File: src/rtl/gpio_port_pkg.sv
package gpio_port_pkg;

  localparam int unsigned OFS_W = 4;

  localparam logic [OFS_W-1:0] OFS_SELECT = 4'h4;
  localparam logic [OFS_W-1:0] OFS_DIR    = 4'h8;
  localparam logic [OFS_W-1:0] OFS_DATA   = 4'hC;

  typedef enum logic [1:0] {
    SEL_NONE   = 2'd0,
    SEL_SELECT = 2'd1,
    SEL_DIR    = 2'd2,
    SEL_DATA   = 2'd3
  } reg_sel_e;

  function automatic reg_sel_e decode_ofs(input logic [OFS_W-1:0] ofs);
    case (ofs)
      OFS_SELECT: decode_ofs = SEL_SELECT;
      OFS_DIR:    decode_ofs = SEL_DIR;
      OFS_DATA:   decode_ofs = SEL_DATA;
      default:    decode_ofs = SEL_NONE;
    endcase
  endfunction

endpackage

File: src/rtl/gpio_in_sync.sv
module gpio_in_sync #(
  parameter int unsigned N      = 16,
  parameter int unsigned STAGES = 2
) (
  input  logic         clk,
  input  logic         rst_n,
  input  logic [N-1:0] pin_in,
  output logic [N-1:0] pin_sync
);

  for (genvar b = 0; b < N; b++) begin : g_bit
    logic [STAGES-1:0] chain;
    always_ff @(posedge clk or negedge rst_n) begin
      if (!rst_n) chain <= '0;
      else        chain <= {chain[STAGES-2:0], pin_in[b]};
    end
    assign pin_sync[b] = chain[STAGES-1];
  end

endmodule

File: src/rtl/gpio_pin_mux.sv
module gpio_pin_mux #(
  parameter int unsigned N = 16
) (
  input  logic [N-1:0] fsel,
  input  logic [N-1:0] dir,
  input  logic [N-1:0] dat,
  input  logic [N-1:0] alt_out,
  input  logic [N-1:0] alt_oe,
  output logic [N-1:0] pad_out,
  output logic [N-1:0] pad_oe
);

  for (genvar p = 0; p < N; p++) begin : g_pin
    always_comb begin
      if (fsel[p]) begin
        pad_out[p] = alt_out[p];
        pad_oe[p]  = alt_oe[p];
      end else begin
        pad_out[p] = dat[p];
        pad_oe[p]  = dir[p];
      end
    end
  end

endmodule

File: src/rtl/gpio_bus_regs.sv
module gpio_bus_regs
  import gpio_port_pkg::*;
#(
  parameter int unsigned N    = 16,
  parameter logic [31:0] BASE = 32'h0000_0C00
) (
  input  logic         clk,
  input  logic         rst_n,
  input  logic         cfg_strap,
  input  logic         req_valid,
  output logic         req_ready,
  input  logic         req_write,
  input  logic [31:0]  req_addr,
  input  logic [31:0]  req_wdata,
  output logic         rsp_valid,
  output logic [31:0]  rsp_rdata,
  input  logic [N-1:0] pin_sync,
  output logic [N-1:0] fsel_q,
  output logic [N-1:0] dir_q,
  output logic [N-1:0] dat_q,
  output logic         armed_q
);

  logic     win_hit;
  reg_sel_e sel;
  logic     accept;
  logic     acc_wr;
  logic     acc_rd;
  logic [31:0] rd_mux;

  assign win_hit   = (req_addr[31:OFS_W] == BASE[31:OFS_W]);
  assign sel       = win_hit ? decode_ofs(req_addr[OFS_W-1:0]) : SEL_NONE;
  assign req_ready = armed_q;
  assign accept    = req_valid && armed_q;
  assign acc_wr    = accept && req_write;
  assign acc_rd    = accept && !req_write;

  always_comb begin
    rd_mux = '0;
    case (sel)
      SEL_SELECT: rd_mux[N-1:0] = fsel_q;
      SEL_DIR:    rd_mux[N-1:0] = dir_q;
      SEL_DATA:   rd_mux[N-1:0] = pin_sync;
      default:    rd_mux = '0;
    endcase
  end

  always_ff @(posedge clk or negedge rst_n) begin
    if (!rst_n) begin
      armed_q <= 1'b0;
      fsel_q  <= '0;
      dir_q   <= '0;
      dat_q   <= '0;
    end else if (!armed_q) begin
      armed_q <= 1'b1;
      fsel_q  <= {N{cfg_strap}};
    end else if (acc_wr) begin
      case (sel)
        SEL_SELECT: fsel_q <= req_wdata[N-1:0];
        SEL_DIR:    dir_q  <= req_wdata[N-1:0];
        SEL_DATA:   dat_q  <= req_wdata[N-1:0];
        default:    ;
      endcase
    end
  end

  always_ff @(posedge clk or negedge rst_n) begin
    if (!rst_n) begin
      rsp_valid <= 1'b0;
      rsp_rdata <= '0;
    end else begin
      rsp_valid <= acc_rd;
      if (acc_rd) rsp_rdata <= rd_mux;
    end
  end

endmodule

File: src/rtl/gpio_mux_port.sv
module gpio_mux_port #(
  parameter int unsigned N    = 16,
  parameter logic [31:0] BASE = 32'h0000_0C00
) (
  input  logic         clk,
  input  logic         rst_n,
  input  logic         cfg_strap,
  input  logic         req_valid,
  output logic         req_ready,
  input  logic         req_write,
  input  logic [31:0]  req_addr,
  input  logic [31:0]  req_wdata,
  output logic         rsp_valid,
  output logic [31:0]  rsp_rdata,
  input  logic [N-1:0] alt_out,
  input  logic [N-1:0] alt_oe,
  input  logic [N-1:0] pad_in,
  output logic [N-1:0] pad_out,
  output logic [N-1:0] pad_oe
);

  localparam int unsigned SYNC_STAGES = 2;

  logic [N-1:0] pin_sync;
  logic [N-1:0] fsel_q;
  logic [N-1:0] dir_q;
  logic [N-1:0] dat_q;
  logic         armed_q;

  gpio_in_sync #(.N(N), .STAGES(SYNC_STAGES)) u_sync (
    .clk      (clk),
    .rst_n    (rst_n),
    .pin_in   (pad_in),
    .pin_sync (pin_sync)
  );

  gpio_bus_regs #(.N(N), .BASE(BASE)) u_regs (
    .clk       (clk),
    .rst_n     (rst_n),
    .cfg_strap (cfg_strap),
    .req_valid (req_valid),
    .req_ready (req_ready),
    .req_write (req_write),
    .req_addr  (req_addr),
    .req_wdata (req_wdata),
    .rsp_valid (rsp_valid),
    .rsp_rdata (rsp_rdata),
    .pin_sync  (pin_sync),
    .fsel_q    (fsel_q),
    .dir_q     (dir_q),
    .dat_q     (dat_q),
    .armed_q   (armed_q)
  );

  gpio_pin_mux #(.N(N)) u_mux (
    .fsel    (fsel_q),
    .dir     (dir_q),
    .dat     (dat_q),
    .alt_out (alt_out),
    .alt_oe  (alt_oe),
    .pad_out (pad_out),
    .pad_oe  (pad_oe)
  );

endmodule

File: config.mk
export PLATFORM = sky130hd
export DESIGN_NAME = gpio_mux_port
export DESIGN_NICKNAME = d
export VERILOG_FILES = /design/src/rtl/gpio_port_pkg.sv /design/src/rtl/gpio_in_sync.sv /design/src/rtl/gpio_pin_mux.sv /design/src/rtl/gpio_bus_regs.sv /design/src/rtl/gpio_mux_port.sv
export SDC_FILE = /design/constraint.sdc
export NUM_CORES = 1
export LEC_CHECK = 0
export ABC_AREA = 1
export BUFFER_PORTS_ARGS = -buffer_cell sky130_fd_sc_hd__buf_2
export CORE_MARGIN = 2
export CORE_UTILIZATION = 50
export CTS_BUF_LIST = sky130_fd_sc_hd__clkbuf_2
export DETAILED_ROUTE_END_ITERATION = 8
export HOLD_SLACK_MARGIN = 0.03
export PLACE_DENSITY = 0.86
export SYNTH_ARGS = -nofsm -noshare
export SYNTH_HDL_FRONTEND = slang
export SYNTH_SLANG_ARGS = --single-unit
File: constraint.sdc
create_clock -name clk -period 4.1 [get_ports clk]
set_input_delay 0.41 -clock clk [delete_from_list [all_inputs] [get_ports clk]]
set_output_delay 0.41 -clock clk [all_outputs]
set_load 0.02 [all_outputs]
After elaboration in Yosys (flattened, before gate mapping):

Cells that the tools add are included.

* memory bits (writable): 0
* flip-flop bits (word level): 98
* input port bits: 117
* output and inout port bits: 66
* memories: 0
* bits in read-only memories: 0
* bits in latches: 0
* word-level logic and storage cells: 76

* bitwise operators: 0
* divide/modulo/power cells: 0
* order comparisons: 0
* equal/unequal tests: 9
* mux-type cells: 38
* $mul: 0
* shift operators: 0
* add/sub/neg operators: 0
* reductions and logical operators: 7

Operators with widths (number)
* $mux W16: 3
* $pmux W16 S3: 1
* $mux W1: 32
* $eq A28 B8 Y1 const B: 1
* $eq A4 B4 Y1 const B: 2
* $pmux W2 S3: 1
* $reduce_and A3 Y1: 2
* $eq A2 B2 Y1 const B: 2
* $eq A4 B3 Y1 const B: 1
* $ne A2 B2 Y1 const B: 2
* $logic_and A1 B1 Y1: 3
* $eq A2 B1 Y1 const B: 1
* $mux W2: 1
* $reduce_and A2 Y1: 1
* $logic_not A1 Y1: 1

Longest topological paths before layout:

* depth after elaboration: 7
* mapped depth: 12
* depth with buffers taken out: 11

Modules after synthesis:

Synthesis repeated with hierarchy kept, for this count alone.

* cell total of the unflattened synthesis: 559
* area, all modules: 4619.4 µm²

By module, submodules not included
* gpio_bus_regs: sequential area each 1651.6 µm², times used 1, area an instance 3278.1 µm², cells an instance 399
* gpio_in_sync: sequential area each 800.8 µm², times used 1, area an instance 920.9 µm², cells an instance 48
* gpio_pin_mux: sequential area each 0.0 µm², times used 1, area an instance 420.4 µm², cells an instance 112

Least setup slack after synthesis:

No wires, ideal clock.

* path kind: input to register
* from: in req_addr[27]
* to: reg u_regs.fsel_q[0]
* path buffers: 1
* slack: 2.595 ns
* arrival time: 1.384 ns
* stages on the path: 11
* required time: 3.979 ns
* path through: nor2_1 nand2_1 nor2_1 nand2_1 nor2_4 nand3_1 nand2_1 nand2_2 buf_4 nand2_1 o21ai_2

* longest elaborated chain between the ends: 5

Ends and longest elaborated chain
* from (decl): line gpio_mux_port.sv:11 `input logic [31:0] req_addr,`
* $eq A28 B8 Y1: line gpio_bus_regs.sv:31 `assign win_hit = (req_addr[31:OFS_W] == BASE[31:OFS_W]);`
* $mux W2: line gpio_bus_regs.sv:32 `assign sel = win_hit ? decode_ofs(req_addr[OFS_W-1:0]) : SEL_NONE;`
* $eq A2 B1 Y1: line gpio_bus_regs.sv:58 `case (sel)`
* $ne A2 B2 Y1 (no line)
* $reduce_and A2 Y1 (no line)
* to (signal assigned): line gpio_bus_regs.sv:56 `fsel_q <= {N{cfg_strap}};`
* to (signal assigned): line gpio_bus_regs.sv:59 `SEL_SELECT: fsel_q <= req_wdata[N-1:0];`
* to (decl): line gpio_bus_regs.sv:18 `output logic [N-1:0] fsel_q,`

Every way passes these cells.
A chain may end at the register's enable or synchronous reset.

Worst setup path after layout:

* from: reg u_regs.armed_q
* to: reg u_regs.dat_q[15]

* longest elaborated chain between the ends: 3

Ends and longest elaborated chain
* from (decl): line gpio_bus_regs.sv:21 `output logic armed_q`
* from (signal assigned): line gpio_bus_regs.sv:50 `armed_q <= 1'b0;`
* from (signal assigned): line gpio_bus_regs.sv:55 `armed_q <= 1'b1;`
* $logic_and A1 B1 Y1: line gpio_bus_regs.sv:34 `assign accept = req_valid && armed_q;`
* $logic_and A1 B1 Y1: line gpio_bus_regs.sv:35 `assign acc_wr = accept && req_write;`
* $reduce_and A3 Y1 (no line) (*)
* to (signal assigned): line gpio_bus_regs.sv:61 `SEL_DATA: dat_q <= req_wdata[N-1:0];`
* to (decl): line gpio_bus_regs.sv:20 `output logic [N-1:0] dat_q,`

Mark *: on every way between the ends. The rest lies on a longest branch, timed or not.

==> results.toml <==
[clock_tree]
htreeDepth = 3
clock_latency_ps = 550
clock_path_buffers = 2
clk_pin_slew_ps = 250
numCtsBuffers = 9
cts_tree = "built"
ctsResizeCount = 0
clockRootBuffer = "clkbuf_2"
cts_num_sinks = 98

[global_route]
antenna_found_initial = 1
first_global_vias = 3862
grt_max_degree = 59
grt_pass1_wl_um = 18500
gr-usage-all-layers_pct = 24.3
grt.overflow.total = 0

[floorplan]
dieArea_um2 = 9760
start_util_pct = 51.5
num_io_pins = 183
core_um2 = 8720
rows = 34
die_height_um = 98.8
die_w_um = 98.8

[logic_synthesis]
avgSynthCellArea_um2 = 9.72
ys_async_sr_fraction_pct = 100
syn_area_um2 = 4490
ys_warn_count = 0
ys.flop_type = "dfrtp_1"
syn_inst = 462
synth-edff-count = 0
seq_area_frac_synth_pct = 54.6
yosysUniqueCellTypes = 22
synth_seq_cells = 98

[sta]
drv_slew = 0
tns_ps = 0
slew-limit-headroom_pct = 44.5
post-route-period-util_pct = 59.2
setup_viol = 0
finalHoldViolCount = 0
tightest_slew_ps = 831
rsz0062_at_grt = "no"
skew_ps = 29.9
fin_hold_ws_ps = 102
fin_crit_ps = 2430
fmax_ghz = 0.412

[setup_path]
crit_fanout = 32
crit_type = "flop to flop"
worstPathArrival_ps = 2880
endpoint_kind = "flop"
rrSetupSlack_ps = 1670
worst_r2r_endpoint = "u_regs.dat_q[15]$_DFFE_PN0P_"
r2r_start = "u_regs.armed_q$_DFF_PN0_"
startpoint_type = "flop"
worstPathRequired_ps = 4550
ff2ff_path_depth = 4

[power]
irDropWorstVdd_mv = 0.221
leakagePower_nw = 2.92
powerDensity_nw_per_um2 = 338

[hold_path]
hold_end = "u_regs.dir_q[4]$_DFFE_PN0P_"
hp-class = "input port to flop"
worst_hold_startpoint = "req_wdata[4]"
hold_depth = 3

[cells_and_area]
register_area_um2 = 2450
finalInstanceArea_um2 = 5490
fin_nets = 731
final_common_cell = "buf_2"
layout-drive-gt1-share_pct = 36.3
multi_input_area_um2 = 1730
fillers = 750
final_cell_mix = "buf_2 (149), nand2_1 (107), dfrtp_1 (98)"
syn2layout_area_growth_pct = 22.2
diodes = 0

[routing]
viasPerCell = 5.37
wl_um = 11700
met3WireLength_um = 790
drc = 0
drt-met1-wl_um = 4610
ant_nets = 0
firstDrtPassIters = 4
vias = 3903
top_layer_used = "met5"
dr_wl_met2_um = 6060
wire_per_inst_um = 16.1
drt-initial-drc-count = 249

[place]
portBuffers = 150
place_area_um2 = 5180
gp_congestion = 0.845
detailed_place_hpwl_um = 8350

[job]
cap_violations = 0

[status]
outcome = "complete, no violations"
==> through the flow <==
step                setup slack, ps  cells  utilization [%]  power (mW)
detailed placement             1370    694             59.4        1.34
floorplan                      2600    477                -        1.22
finish                         1670    727             62.9        1.86
CTS                            1680    727             62.9        1.87
global placement               1470    694             59.4        1.33
global route                   1430    727             62.9        1.94
==> what timing repair did <==
action | in CTS | in global routing
hold endpoints to repair | 73 | 0
hold buffers | 17 | 0
setup endpoints to repair | 0 | 0
setup buffers | 0 | 0
==> area by class of cell <==
| class | count | share of cell area, % |
|---|---|---|
| sequential | 98 | 44.7 |
| tap | 108 | 2.46 |
| clock buffer | 10 | 0.912 |
| clock inverter | 6 | 1.66 |
| timing repair buffer | 169 | 17.1 |
| multi-input combinational | 312 | 31.5 |
| inverter | 24 | 1.64 |
==> sequential cells by signal, indices dropped and copies added, names as in the netlist <==
register / count
u_regs.fsel_q: 16
u_regs.dir_q: 16
u_regs.rsp_rdata: 16
u_regs.rsp_valid: 1
u_regs.armed_q: 1
u_regs.dat_q: 16
u_sync.g_bit.chain: 32
==> worst max path at each step <==
stage / startpoint / end
final: u_regs.armed_q$_DFF_PN0_ / u_regs.dat_q[15]$_DFFE_PN0P_
after global routing: u_regs.armed_q$_DFF_PN0_ / u_regs.dat_q[6]$_DFFE_PN0P_
after CTS: u_regs.armed_q$_DFF_PN0_ / u_regs.dat_q[15]$_DFFE_PN0P_
after detailed placement: req_addr[1] / u_regs.dat_q[12]$_DFFE_PN0P_
after global placement: req_addr[1] / u_regs.dat_q[11]$_DFFE_PN0P_
after floorplan: req_addr[27] / u_regs.fsel_q[0]$_DFFE_PN0P_
==> kinds of logic (layout without fill, tap and decap cells) <==
family | count (synthesis) | in the layout | synth area share [%]
compound gates | 64 | 64 | 8.14
flops | 98 | 98 | 54.6
buf+inv | 67 | 209 | 8.08
simple gates | 199 | 199 | 21.0
other cells | 2 | 17 | 0.167
mux | 32 | 32 | 8.02
==> critical path, stage by stage (launching register included) <==
cell,delay (ps)
dfrtp_1,900
nand3_1,220
inv_1,160
nand4_2,650
o21ai_1,380
==> power by group <==
part	total (mW)	leakage [nW]	internal, mW	switching, mW
registers	1.06	1.27	1.01	0.0502
clock network	0.522	0.0861	0.207	0.315
logic	0.278	1.57	0.121	0.157
==> Yosys cell counts (2+ instances only) <==
library cell	number	area (µm²)
nand2_1	107	402
conb_1	2	7.51
nor2_1	16	60.1
clkbuf_1	13	48.8
mux2_2	32	360
nand3_1	18	90.1
buf_6	5	56.3
o21ai_2	12	105
buf_4	17	128
nand2_2	3	18.8
a21oi_1	16	80.1
nor2_2	2	12.5
nand4_2	2	25.0
buf_2	8	40.0
inv_1	20	75.1
inv_2	4	15.0
dfrtp_1	98	2450
nand4_1	48	300
o21ai_1	36	180
==> routing by layer <==
layer	track usage [%]	up-vias
li1	-	1842
met1	29.4	1868
met2	42.9	172
met3	5.25	19
met4	8.11	2
met5	0	-
No activity file was read; power rests on OpenSTA's default activity.
